[config.mk]
export PLATFORM = sky130hd
export DESIGN_NAME = display_scanner
export DESIGN_NICKNAME = d
export VERILOG_FILES = /design/src/rtl/dsc_pkg.sv /design/src/rtl/dsc_msg_timer.sv /design/src/rtl/dsc_scan_seq.sv /design/src/rtl/dsc_glyph_rom.sv /design/src/rtl/dsc_pix_resolve.sv /design/src/rtl/display_scanner.sv
export SDC_FILE = /design/constraint.sdc
export NUM_CORES = 1
export LEC_CHECK = 0
export CELL_PAD_IN_SITES_DETAIL_PLACEMENT = 1
export CELL_PAD_IN_SITES_GLOBAL_PLACEMENT = 1
export CORE_MARGIN = 1.5
export CORE_UTILIZATION = 50
export DETAILED_ROUTE_END_ITERATION = 8
export DONT_BUFFER_PORTS = 1
export GPL_TIMING_DRIVEN = 0
export PLACE_DENSITY_LB_ADDON = 0.1
export REMOVE_ABC_BUFFERS = 1
export SYNTH_ARGS = -nofsm -noshare
export SYNTH_HDL_FRONTEND = slang
export SYNTH_SLANG_ARGS = --single-unit
[constraint.sdc]
create_clock -name clk -period 5.8 [get_ports clk]
set_input_delay 1.45 -clock clk [delete_from_list [all_inputs] [get_ports clk]]
set_output_delay 1.45 -clock clk [all_outputs]
set_load 0.02 [all_outputs]
[src/rtl/dsc_pkg.sv]
// Shared constants and types of the display scanner.
// Assumes a 16x16 screen, 8-bit memory addresses and two single-pixel cursors.
package dsc_pkg;
    localparam int SCR_DIM       = 16;
    localparam int CRD_W         = $clog2(SCR_DIM);
    localparam int SPR_BYTES     = 4;
    localparam int SPR_COUNT     = SPR_BYTES / 2;
    localparam int PIX_PER_FRAME = SCR_DIM * SCR_DIM;
    localparam int FRAME_LEN     = SPR_BYTES + PIX_PER_FRAME;
    localparam int PH_W          = $clog2(FRAME_LEN);
    localparam int GLYPH_W       = 3;
    localparam int GLYPH_H       = 5;
    localparam int MSG_COUNT     = 8;
    localparam int IDX_W         = $clog2(MSG_COUNT);

    typedef enum logic [1:0] {
        PIX_BLACK = 2'd0,
        PIX_WHITE = 2'd1,
        PIX_PINK  = 2'd2,
        PIX_GREEN = 2'd3
    } pix_code_t;

    // Describes the memory read issued one cycle earlier.
    typedef struct packed {
        logic             vld;
        logic             spr;
        logic [1:0]       sel;
        logic             msg;
        logic [CRD_W-1:0] x;
        logic [CRD_W-1:0] y;
    } scan_tag_t;
endpackage

[src/rtl/dsc_msg_timer.sv]
// Message hold timer. A go pulse loads the hold count and latches the index.
// The message stays active while the count is nonzero. Assumes HOLD_CYC >= 1.
module dsc_msg_timer
    import dsc_pkg::*;
#(
    parameter int HOLD_CYC = 50_000_000
) (
    input  logic             clk,
    input  logic             rst_n,
    input  logic             go,
    input  logic [IDX_W-1:0] go_idx,
    output logic             active,
    output logic [IDX_W-1:0] cur_idx
);
    localparam int CNT_W = $clog2(HOLD_CYC + 1);

    logic [CNT_W-1:0] remain_q;

    // Load on a trigger (restarting any running hold), otherwise count down to zero.
    always_ff @(posedge clk) begin
        if (!rst_n) begin
            remain_q <= '0;
            cur_idx  <= '0;
        end else if (go) begin
            remain_q <= CNT_W'(HOLD_CYC);
            cur_idx  <= go_idx;
        end else if (remain_q != '0) begin
            remain_q <= remain_q - 1'b1;
        end
    end

    assign active = (remain_q != '0);
endmodule

[src/rtl/dsc_scan_seq.sv]
// Frame sequencer. It walks a 260-phase frame: four cursor-byte reads, then
// one read per pixel. It latches the view and the message index once per
// frame, forms the memory address, and registers a tag for the returning data.
// Assumes a memory with one cycle of read latency.
module dsc_scan_seq
    import dsc_pkg::*;
#(
    parameter logic [7:0] BMP_BASE = 8'hC0,
    parameter logic [7:0] SPR_BASE = 8'hB0,
    parameter logic [7:0] MSG_BASE = 8'hE0
) (
    input  logic             clk,
    input  logic             rst_n,
    input  logic             msg_active,
    input  logic [IDX_W-1:0] msg_idx,
    output logic [7:0]       mem_addr,
    output scan_tag_t        tag_q
);
    logic [PH_W-1:0]  ph_q;
    logic             frame_msg_q;
    logic [IDX_W-1:0] frame_idx_q;
    logic             in_spr;
    logic [7:0]       pix_n;
    logic [CRD_W-1:0] cur_x;
    logic [CRD_W-1:0] cur_y;

    assign in_spr = (ph_q < PH_W'(SPR_BYTES));
    assign pix_n  = 8'(ph_q - PH_W'(SPR_BYTES));
    assign cur_x  = pix_n[CRD_W-1:0];
    assign cur_y  = pix_n[2*CRD_W-1:CRD_W];

    // Phase counter, wrapping at the frame length.
    always_ff @(posedge clk) begin
        if (!rst_n)
            ph_q <= '0;
        else if (ph_q == PH_W'(FRAME_LEN - 1))
            ph_q <= '0;
        else
            ph_q <= ph_q + 1'b1;
    end

    // Sample the view and the index in phase 0 so they hold for the whole frame.
    always_ff @(posedge clk) begin
        if (!rst_n) begin
            frame_msg_q <= 1'b0;
            frame_idx_q <= '0;
        end else if (ph_q == '0) begin
            frame_msg_q <= msg_active;
            frame_idx_q <= msg_idx;
        end
    end

    // Address of the byte this phase needs.
    always_comb begin
        if (in_spr)
            mem_addr = SPR_BASE + 8'(ph_q[1:0]);
        else if (frame_msg_q)
            mem_addr = MSG_BASE + 8'({frame_idx_q, cur_x[CRD_W-1:2]});
        else
            mem_addr = BMP_BASE + 8'({cur_y, cur_x[CRD_W-1]});
    end

    // Tag that travels with the read, so the returned byte can be decoded.
    always_ff @(posedge clk) begin
        if (!rst_n)
            tag_q <= '0;
        else
            tag_q <= '{vld: 1'b1, spr: in_spr, sel: ph_q[1:0],
                       msg: frame_msg_q, x: cur_x, y: cur_y};
    end
endmodule

[src/rtl/dsc_glyph_rom.sv]
// 3x5 glyph lookup for digits (0x30-0x39) and capital letters (0x41-0x5A).
// Any other code is blank. Bit 14 is the top-left dot; the order is row-major.
module dsc_glyph_rom
    import dsc_pkg::*;
(
    input  logic [7:0] code,
    input  logic [2:0] row,
    input  logic [1:0] col,
    output logic       lit
);
    logic [15:0] shape;
    logic [3:0]  bit_idx;

    // Shape table. Each group of three bits is one row, left column first.
    always_comb begin
        case (code)
            8'h30: shape = 16'b0_111_101_101_101_111;
            8'h31: shape = 16'b0_010_110_010_010_111;
            8'h32: shape = 16'b0_111_001_111_100_111;
            8'h33: shape = 16'b0_111_001_111_001_111;
            8'h34: shape = 16'b0_101_101_111_001_001;
            8'h35: shape = 16'b0_111_100_111_001_111;
            8'h36: shape = 16'b0_111_100_111_101_111;
            8'h37: shape = 16'b0_111_001_001_001_001;
            8'h38: shape = 16'b0_111_101_111_101_111;
            8'h39: shape = 16'b0_111_101_111_001_111;
            8'h41: shape = 16'b0_010_101_111_101_101;
            8'h42: shape = 16'b0_110_101_110_101_110;
            8'h43: shape = 16'b0_011_100_100_100_011;
            8'h44: shape = 16'b0_110_101_101_101_110;
            8'h45: shape = 16'b0_111_100_110_100_111;
            8'h46: shape = 16'b0_111_100_110_100_100;
            8'h47: shape = 16'b0_011_100_101_101_011;
            8'h48: shape = 16'b0_101_101_111_101_101;
            8'h49: shape = 16'b0_111_010_010_010_111;
            8'h4A: shape = 16'b0_001_001_001_101_010;
            8'h4B: shape = 16'b0_101_101_110_101_101;
            8'h4C: shape = 16'b0_100_100_100_100_111;
            8'h4D: shape = 16'b0_101_111_111_101_101;
            8'h4E: shape = 16'b0_110_101_101_101_101;
            8'h4F: shape = 16'b0_010_101_101_101_010;
            8'h50: shape = 16'b0_110_101_110_100_100;
            8'h51: shape = 16'b0_010_101_101_110_011;
            8'h52: shape = 16'b0_110_101_110_101_101;
            8'h53: shape = 16'b0_011_100_010_001_110;
            8'h54: shape = 16'b0_111_010_010_010_010;
            8'h55: shape = 16'b0_101_101_101_101_111;
            8'h56: shape = 16'b0_101_101_101_101_010;
            8'h57: shape = 16'b0_101_101_111_111_101;
            8'h58: shape = 16'b0_101_101_010_101_101;
            8'h59: shape = 16'b0_101_101_010_010_010;
            8'h5A: shape = 16'b0_111_001_010_100_111;
            default: shape = '0;
        endcase
    end

    // Pick one dot. Positions outside the 3x5 cell are dark.
    always_comb begin
        bit_idx = 4'(4'd14 - (4'(row) * 4'd3 + 4'(col)));
        if (row < 3'(GLYPH_H) && col < 2'(GLYPH_W))
            lit = shape[bit_idx];
        else
            lit = 1'b0;
    end
endmodule

[src/rtl/dsc_pix_resolve.sv]
// Pixel resolver. It captures the cursor bytes, decodes each returned byte by
// its tag into a color code, and registers the pixel outputs.
// Assumes the tag arrives in the same cycle as the byte it describes.
module dsc_pix_resolve
    import dsc_pkg::*;
#(
    parameter int TEXT_TOP = 5
) (
    input  logic             clk,
    input  logic             rst_n,
    input  scan_tag_t        tag_q,
    input  logic [7:0]       mem_rdata,
    output logic             pix_valid,
    output logic [CRD_W-1:0] pix_x,
    output logic [CRD_W-1:0] pix_y,
    output logic [1:0]       pix_color,
    output logic             pix_is_msg
);
    logic [CRD_W-1:0] pos_q [SPR_BYTES];
    logic [SPR_COUNT-1:0] hide_q;
    logic [SPR_COUNT-1:0] spr_hit;
    logic [CRD_W-1:0] trow;
    logic             in_band;
    logic             glyph_lit;
    logic             bmp_bit;
    pix_code_t        nxt_color;

    // Keep the position nibbles and the hide flags from the cursor reads.
    always_ff @(posedge clk) begin
        if (!rst_n) begin
            for (int i = 0; i < SPR_BYTES; i++) pos_q[i] <= '0;
            hide_q <= '0;
        end else if (tag_q.vld && tag_q.spr) begin
            pos_q[tag_q.sel] <= mem_rdata[CRD_W-1:0];
            if (!tag_q.sel[0]) hide_q[tag_q.sel[1]] <= mem_rdata[7];
        end
    end

    // One position compare per cursor: index 0 is pink, index 1 is green.
    for (genvar s = 0; s < SPR_COUNT; s++) begin : g_spr
        assign spr_hit[s] = !hide_q[s] && (pos_q[2*s] == tag_q.x)
                            && (pos_q[2*s+1] == tag_q.y);
    end

    assign bmp_bit = mem_rdata[~tag_q.x[2:0]];
    assign trow    = tag_q.y - CRD_W'(TEXT_TOP);
    assign in_band = (tag_q.y >= CRD_W'(TEXT_TOP)) && (trow < CRD_W'(GLYPH_H));

    dsc_glyph_rom u_font (
        .code (mem_rdata),
        .row  (trow[2:0]),
        .col  (tag_q.x[1:0]),
        .lit  (glyph_lit)
    );

    // Color choice: text in a message frame, else green, then pink, then bitmap.
    always_comb begin
        if (tag_q.msg)
            nxt_color = (in_band && glyph_lit) ? PIX_WHITE : PIX_BLACK;
        else if (spr_hit[1])
            nxt_color = PIX_GREEN;
        else if (spr_hit[0])
            nxt_color = PIX_PINK;
        else
            nxt_color = bmp_bit ? PIX_WHITE : PIX_BLACK;
    end

    // Output register for the pixel stream.
    always_ff @(posedge clk) begin
        if (!rst_n) begin
            pix_valid  <= 1'b0;
            pix_x      <= '0;
            pix_y      <= '0;
            pix_color  <= 2'd0;
            pix_is_msg <= 1'b0;
        end else begin
            pix_valid  <= tag_q.vld && !tag_q.spr;
            pix_x      <= tag_q.x;
            pix_y      <= tag_q.y;
            pix_color  <= nxt_color;
            pix_is_msg <= tag_q.msg;
        end
    end
endmodule

[src/rtl/display_scanner.sv]
// Top of the display scanner. It joins the message timer, the frame
// sequencer and the pixel resolver. Assumes the memory layout given in the
// brief and a memory with one cycle of read latency.
module display_scanner
    import dsc_pkg::*;
#(
    parameter int         CLK_HZ   = 100_000_000,
    parameter logic [7:0] BMP_BASE = 8'hC0,
    parameter logic [7:0] SPR_BASE = 8'hB0,
    parameter logic [7:0] MSG_BASE = 8'hE0,
    parameter int         TEXT_TOP = 5
) (
    input  logic       clk,
    input  logic       rst_n,
    output logic [7:0] mem_addr,
    input  logic [7:0] mem_rdata,
    input  logic       msg_go,
    input  logic [2:0] msg_sel,
    output logic       pix_valid,
    output logic [3:0] pix_x,
    output logic [3:0] pix_y,
    output logic [1:0] pix_color
);
    localparam int HOLD_CYC = CLK_HZ / 2;

    logic             msg_active;
    logic [IDX_W-1:0] msg_idx;
    scan_tag_t        tag_q;
    logic             pix_is_msg;

    dsc_msg_timer #(.HOLD_CYC(HOLD_CYC)) u_timer (
        .clk     (clk),
        .rst_n   (rst_n),
        .go      (msg_go),
        .go_idx  (msg_sel),
        .active  (msg_active),
        .cur_idx (msg_idx)
    );

    dsc_scan_seq #(
        .BMP_BASE (BMP_BASE),
        .SPR_BASE (SPR_BASE),
        .MSG_BASE (MSG_BASE)
    ) u_seq (
        .clk        (clk),
        .rst_n      (rst_n),
        .msg_active (msg_active),
        .msg_idx    (msg_idx),
        .mem_addr   (mem_addr),
        .tag_q      (tag_q)
    );

    dsc_pix_resolve #(.TEXT_TOP(TEXT_TOP)) u_res (
        .clk        (clk),
        .rst_n      (rst_n),
        .tag_q      (tag_q),
        .mem_rdata  (mem_rdata),
        .pix_valid  (pix_valid),
        .pix_x      (pix_x),
        .pix_y      (pix_y),
        .pix_color  (pix_color),
        .pix_is_msg (pix_is_msg)
    );
endmodule

# [After elaboration in Yosys (flattened, before gate mapping)]
# Memories as Yosys holds them, arrays and structs flattened.
# Index checks and enable logic that the tools add are counted.
[word_totals] regBits=68 ramBits=16 romBits=1920 in_bits=14 output_inout_bits=19 wordCells=92 mem_count=2
[mem_list] name="(name not given)" words=128 width=15 rd=1 rd_clocked_by_memory_dff=0 write_ports=0 line="dsc_glyph_rom.sv:16" rtl="case (code)"
[mem_list] name="u_res.pos_q" words=4 width=4 rd=4 rd_clocked_by_memory_dff=0 write_ports=4 line="dsc_pix_resolve.sv:19" rtl="logic [CRD_W-1:0] pos_q [SPR_BYTES];"
[op_classes] addsub=9 mul=1 magnitude_cmp=9 n_eq_ne=5 muxes=26 bitwise_logic=3 reduce_logical=20
[ops] operator="2-to-1 mux 26 bit" n=2
[ops] operator="nonzero test 26 bit" n=1
[ops] operator="subtractor 26 x 1 -> 26 bit (second input constant)" n=1
[ops] operator="== test 4 bit" n=4
[ops] operator="2-to-1 mux 16 bit" n=1
[ops] operator="2-to-1 mux 8 bit" n=2
[ops] operator="2-to-1 mux 13 bit" n=1
[ops] operator="2-to-1 mux 1 bit" n=11
[ops] operator="logical AND 1 bit" n=10
[ops] operator="adder 9 x 1 -> 9 bit (second input constant)" n=1
[ops] operator="== test 9 bit (second input constant)" n=1
[ops] operator="logical NOT 9 bit" n=1
[ops] operator="< comparator 9 x 3 -> 1 bit (second input constant)" n=1
[ops] operator="adder 7 x 6 -> 8 bit (first input constant)" n=1
[ops] operator="adder 8 x 2 -> 8 bit (first input constant)" n=1
[ops] operator="2-to-1 mux 2 bit" n=4
[ops] operator="subtractor 8 x 3 -> 8 bit (second input constant)" n=1
[ops] operator="adder 6 x 6 -> 7 bit (first input constant)" n=1
[ops] operator="< comparator 4 x 5 -> 1 bit (second input constant)" n=1
[ops] operator="adder 4 x 2 -> 4 bit" n=1
[ops] operator="binary-select mux 1 bit (select 4 bit)" n=1
[ops] operator="greater-or-equal comparator 4 x 3 -> 1 bit (second input constant)" n=1
[ops] operator="< comparator 3 x 4 -> 1 bit (second input constant)" n=1
[ops] operator="< comparator 4 x 3 -> 1 bit (second input constant)" n=1
[ops] operator="other kinds (18)" n=22

# [Depth between registers and ports, before layout]
[depth] depth_word=10 ltp_mapped=13 depth_no_buf=12

# [Cells and area by module]
# Synthesis repeated with hierarchy kept, for this count alone.
[unflattened] cells_unflattened=590 hier_area_um2=5251.3
[modules_own_cells] module="dsc_msg_timer" n_inst=1 cells_per_inst=170 area_per_inst_um2=1514.0
[modules_own_cells] module="dsc_pix_resolve" n_inst=1 cells_per_inst=120 area_per_inst_um2=1382.6
[modules_own_cells] module="dsc_glyph_rom" n_inst=1 cells_per_inst=176 area_per_inst_um2=1239.9
[modules_own_cells] module="dsc_scan_seq" n_inst=1 cells_per_inst=124 area_per_inst_um2=1114.8

# [Worst setup path before layout]
# OpenSTA, ideal clock, no wires.
[synth_path] path_kind="in2reg" from="input port mem_rdata[1]" to="register u_res.pix_color[0]" setup_ns=0.134 arrival_time_ns=3.540 t_required_ns=5.666 setup_slack_ns=2.126 path_stages=10 path_buffers=2 path_cell_list="clkbuf_1 inv_1 ha_1 clkbuf_1 nand2b_1 nand3_1 and4_1 nor4_1 nor3_1 or4_1"
[synth_between] elab_chain_len=8
[synth_lines] item="start, declared" line="display_scanner.sv:16" rtl="input logic [7:0] mem_rdata,"
[synth_lines] item="memory (128 x 15 bit)"
[synth_lines] item="2-to-1 mux 16 bit" line="dsc_glyph_rom.sv:16"
[synth_lines] item="binary-select mux 1 bit (select 4 bit)" line="dsc_glyph_rom.sv:61" rtl="lit = shape[bit_idx];"
[synth_lines] item="2-to-1 mux 1 bit (implied by the code)" line="dsc_glyph_rom.sv:61"
[synth_lines] item="2-to-1 mux 1 bit" line="dsc_glyph_rom.sv:60" rtl="if (row < 3'(GLYPH_H) && col < 2'(GLYPH_W))"
[synth_lines] item="logical AND 1 bit" line="dsc_pix_resolve.sv:59" rtl="nxt_color = (in_band && glyph_lit) ? PIX_WHITE : PIX_BLACK;"
[synth_lines] item="2-to-1 mux 1 bit" line="dsc_pix_resolve.sv:59"
[synth_lines] item="2-to-1 mux 2 bit *" line="dsc_pix_resolve.sv:58" rtl="if (tag_q.msg)"
[synth_lines] item="end signal, assigned" line="dsc_pix_resolve.sv:80" rtl="pix_color <= nxt_color;"
[synth_lines] item="end, declared" line="dsc_pix_resolve.sv:16" rtl="output logic [1:0] pix_color,"
# Mark *: on every way between the ends. The rest lies on a longest branch, timed or not. The select of a mux whose other input is x is not followed.
# A chain may end at the register's enable or synchronous reset.

# [Final worst setup path]
[layout_path] from="register u_seq.ph_q[4]" to="output port mem_addr[4]"
[layout_between] elab_chain_len=4
[layout_lines] item="start, declared" line="dsc_scan_seq.sv:19" rtl="logic [PH_W-1:0] ph_q;"
[layout_lines] item="start signal, assigned" line="dsc_scan_seq.sv:39" rtl="ph_q <= ph_q + 1'b1;"
[layout_lines] item="subtractor 8 x 3 -> 8 bit" line="dsc_scan_seq.sv:28" rtl="assign pix_n = 8'(ph_q - PH_W'(SPR_BYTES));"
[layout_lines] item="adder 7 x 6 -> 8 bit" line="dsc_scan_seq.sv:60" rtl="mem_addr = BMP_BASE + 8'({cur_y, cur_x[CRD_W-1]});"
[layout_lines] item="2-to-1 mux 8 bit" line="dsc_scan_seq.sv:57" rtl="else if (frame_msg_q)"
[layout_lines] item="2-to-1 mux 8 bit *" line="dsc_scan_seq.sv:55" rtl="if (in_spr)"
[layout_lines] item="end, declared" line="display_scanner.sv:15" rtl="output logic [7:0] mem_addr,"
# Mark *: on every way between the ends. The rest lies on a longest branch, timed or not.

==> impl_metrics.csv <==
group,metric,value,unit
synth,syn_area,0.00507,mm²
power,power_leakage,1.97,nW
placement,place_congestion,0.841,
global_routing,grt_use_met1,30.2,%
detailed_routing,vias,4062,
synth,synth_flop_cell,"dfxtp_1",
global_routing,grt_busiest_layer,"met2",
cts,hold_buffers,0,
setup_path,end_kind,"output pin",
synth,yosysWarnings,0,
cts,cts.path.max_buffers,2,
synth,synth_edf_count,16,
cts,h-tree-depth,3,
setup_path,cp.depth,5,
floorplan,start_util,51.7,%
setup_path,worstSetupPathType,"register to output pin",
run,cap_violations,0,
setup_path,max_stage_delay,730,ps
finish,multiInputGateArea,0.00301,mm²
cts,cts.clk_slew.worst_paths,90,ps
power,totalPowerFinal,1.35,mW
setup_path,path_cells,"nor3_1 -> nand2_1 -> nor3_1 -> inv_1 -> nand2_1",
setup_path,crit_family,"simple AND/OR/NAND/NOR gates",
timing,fmax,252,MHz
floorplan,core,0.00982,mm²
global_routing,track_usage,22.7,%
global_routing,grt_max_degree,52,
setup_path,critical_path.startpoint,"u_seq.ph_q[4]",
finish,area_delta_synth_final,3.35,%
global_routing,use_met2,37.2,%
finish,diodes,0,
power,ir_worst_vdd,0.153,mV
finish,ff_latch_area,0.00180,mm²
finish,final_cell_mix,"dfxtp_1 (66), nor2_1 (61), xnor2_1 (41), nand2_1 (30), inv_1 (26)",
cts,ctsResizeCount,0,
timing,worst_pin_slew,930,ps
synth,ys_seq_area_share,35.5,%
floorplan,fp.dieW,104,µm
global_routing,grt.met3_usage,4.22,%
detailed_routing,drtPass1Iterations,4,
timing,tns,0,ps
floorplan,die_h,104,µm
synth,async_reset_ff_share,0,%
synth,ys_ff_latch,82,
cts,root_buffer,"clkbuf_8",
setup_path,arrival,2520,ps
floorplan,die_area,0.0108,mm²
cts,worstSkewPairLatency,360,ps
min_path,min_path_cells,1,
finish,nNetsFinal,588,
detailed_routing,drtIter0Drc,144,
setup_path,cp.required,4350,ps
setup_path,timing.rr.start,"u_seq.tag_q[0]",
placement,place.port_buffers,0,
placement,placed_area,0.00507,mm²
timing,drv_slew,0,
min_path,hold_class,"register to register",
timing,rsz0062_at_grt,"false",
setup_path,path_buf_inv,1,
status,status,"completed",
synth,syn_avg_cell_area,8.75,µm²
finish,fill_cells,1192,
global_routing,grt_antenna_before_repair,0,
finish,final_common_cell,"dfxtp_1",
synth,synthCells,580,
timing,hold_viol_final,0,
floorplan,io_pins,33,
global_routing,grt_overflow,0,
detailed_routing,wl_per_cell,17.5,µm
setup_path,critPathLaunchType,"register",
cts,postCtsSetupBuffers,0,
detailed_routing,vias_per_cell,5.90,
finish,layout-drive-gt1-share,5.05,%
floorplan,placementRows,36,
setup_path,rr_worst_depth,9,
setup_path,crit_path_max_fanout,9,
timing,whs,498,ps
cts,cts_tree,"done",
global_routing,grt_pass1_wl,19.9,mm
timing,final.period_utilization,68.5,%
timing,skew,14.1,ps
timing,setup_viol,0,
timing,period_needed,3970,ps
synth,ys_types,66,
setup_path,cp_slowest_cell,"nor3_1",
min_path,min-delay-start,"u_seq.ph_q[0]",
power,powerDensity,258,mW/mm²
detailed_routing,drt-total-wl,12.0,mm
detailed_routing,drc,0,
finish,design_area,0.00524,mm²
cts,numCtsBuffers,9,
global_routing,grt_pass1_vias,3937,
cts,clock_sinks,82,
timing,relSlewSlack,37.5,%
placement,dp_hpwl,8.45,mm
detailed_routing,antenna_left,0,
==> where the power goes <==
| part | total (mW) | leakage (nW) | switching, mW | internal, mW |
|---|---|---|---|---|
| Combinational | 0.321 | 1.18 | 0.177 | 0.144 |
| Clock | 0.371 | 0.0843 | 0.217 | 0.154 |
| Sequential | 0.662 | 0.711 | 0.0456 | 0.616 |
==> registers in the layout, indices dropped and copies added, names as in the netlist <==
signal,cells
u_timer.remain_q,26
u_res.pos_q,16
u_seq.tag_q,11
u_seq.ph_q,9
u_res.pix_x,4
u_res.pix_y,4
u_seq.frame_idx_q,3
u_timer.cur_idx,3
u_res.hide_q,2
u_res.pix_color,2
u_res.pix_valid,1
u_seq.frame_msg_q,1
==> cell usage after synthesis, types with 3 or more instances <==
cell type	count	area (µm²)
dfxtp_1	66	1320
nor2_1	61	229
xnor2_1	41	359
clkbuf_1	37	139
nand2_1	30	113
inv_1	26	97.6
ha_1	23	288
a21oi_1	22	110
nor2b_1	21	131
nor3_1	19	95.1
mux2i_1	18	180
and2_1	16	100
edfxtp_1	16	480
o21a_1	15	113
nand2b_1	14	87.6
nand3_1	13	65.1
o21ai_0	12	60.1
xor2_1	11	96.3
nand4_1	8	50.1
or3_1	8	50.1
a31oi_1	7	43.8
nand3b_1	7	52.6
or4_1	6	45.0
nor4_1	5	31.3
or2_2	5	31.3
a211oi_1	4	30.0
nor3b_1	4	30.0
o211ai_1	4	30.0
o31ai_1	4	30.0
a211o_1	3	26.3
a221o_1	3	30.0
a221oi_1	3	26.3
and3_1	3	18.8
nand4b_1	3	26.3
o2111ai_1	3	26.3
==> cell families (layout without fill, tap and decap cells) <==
logic type,after synthesis,count (layout),share of synthesized area [%]
flip-flops,82,82,35.5
AO/OA/AOI/OAI,96,96,13.4
buffers and inverters,67,42,5.20
XOR/XNOR,52,52,8.98
adder cells (fa/ha/maj),24,24,6.07
multiplexers,22,22,4.88
AND/OR/NAND/NOR,236,236,25.9
other,1,1,0.0739
==> path summary, 6_finish.rpt <==
check / endpoint / slack (ps)
setup / recovery: mem_addr[4] / 1830
hold / removal: u_seq.ph_q[0] / 500
setup reg to reg: u_res.pix_color[0] / 1870
hold reg to reg: u_seq.ph_q[0] / 500
==> routing by layer <==
layer  vias up  part of all wire, %
met5         -                    0
met4         0                  1.1
met3        12                  3.9
met2        78                   49
met1      2005                   46
li1       1967                    -
==> metrics by stage <==
stage / std cells / util, % / setup slack, ps
finish: 688 / 53.4 / 1830
global route: 688 / 53.4 / 1580
CTS: 688 / 53.4 / 1790
detailed placement: 672 / 51.7 / 1910
global placement: 672 / 51.7 / 1940
floorplan: 539 / - / 2580
==> layout make-up <==
class,count,share of cell area (%)
inverters,26,1.86
clock buffers,9,2.36
clock inverters,7,0.883
multi-input cells,431,57.4
well taps,133,3.17
flip-flops and latches,82,34.4
(Power assumes the default switching activity.)
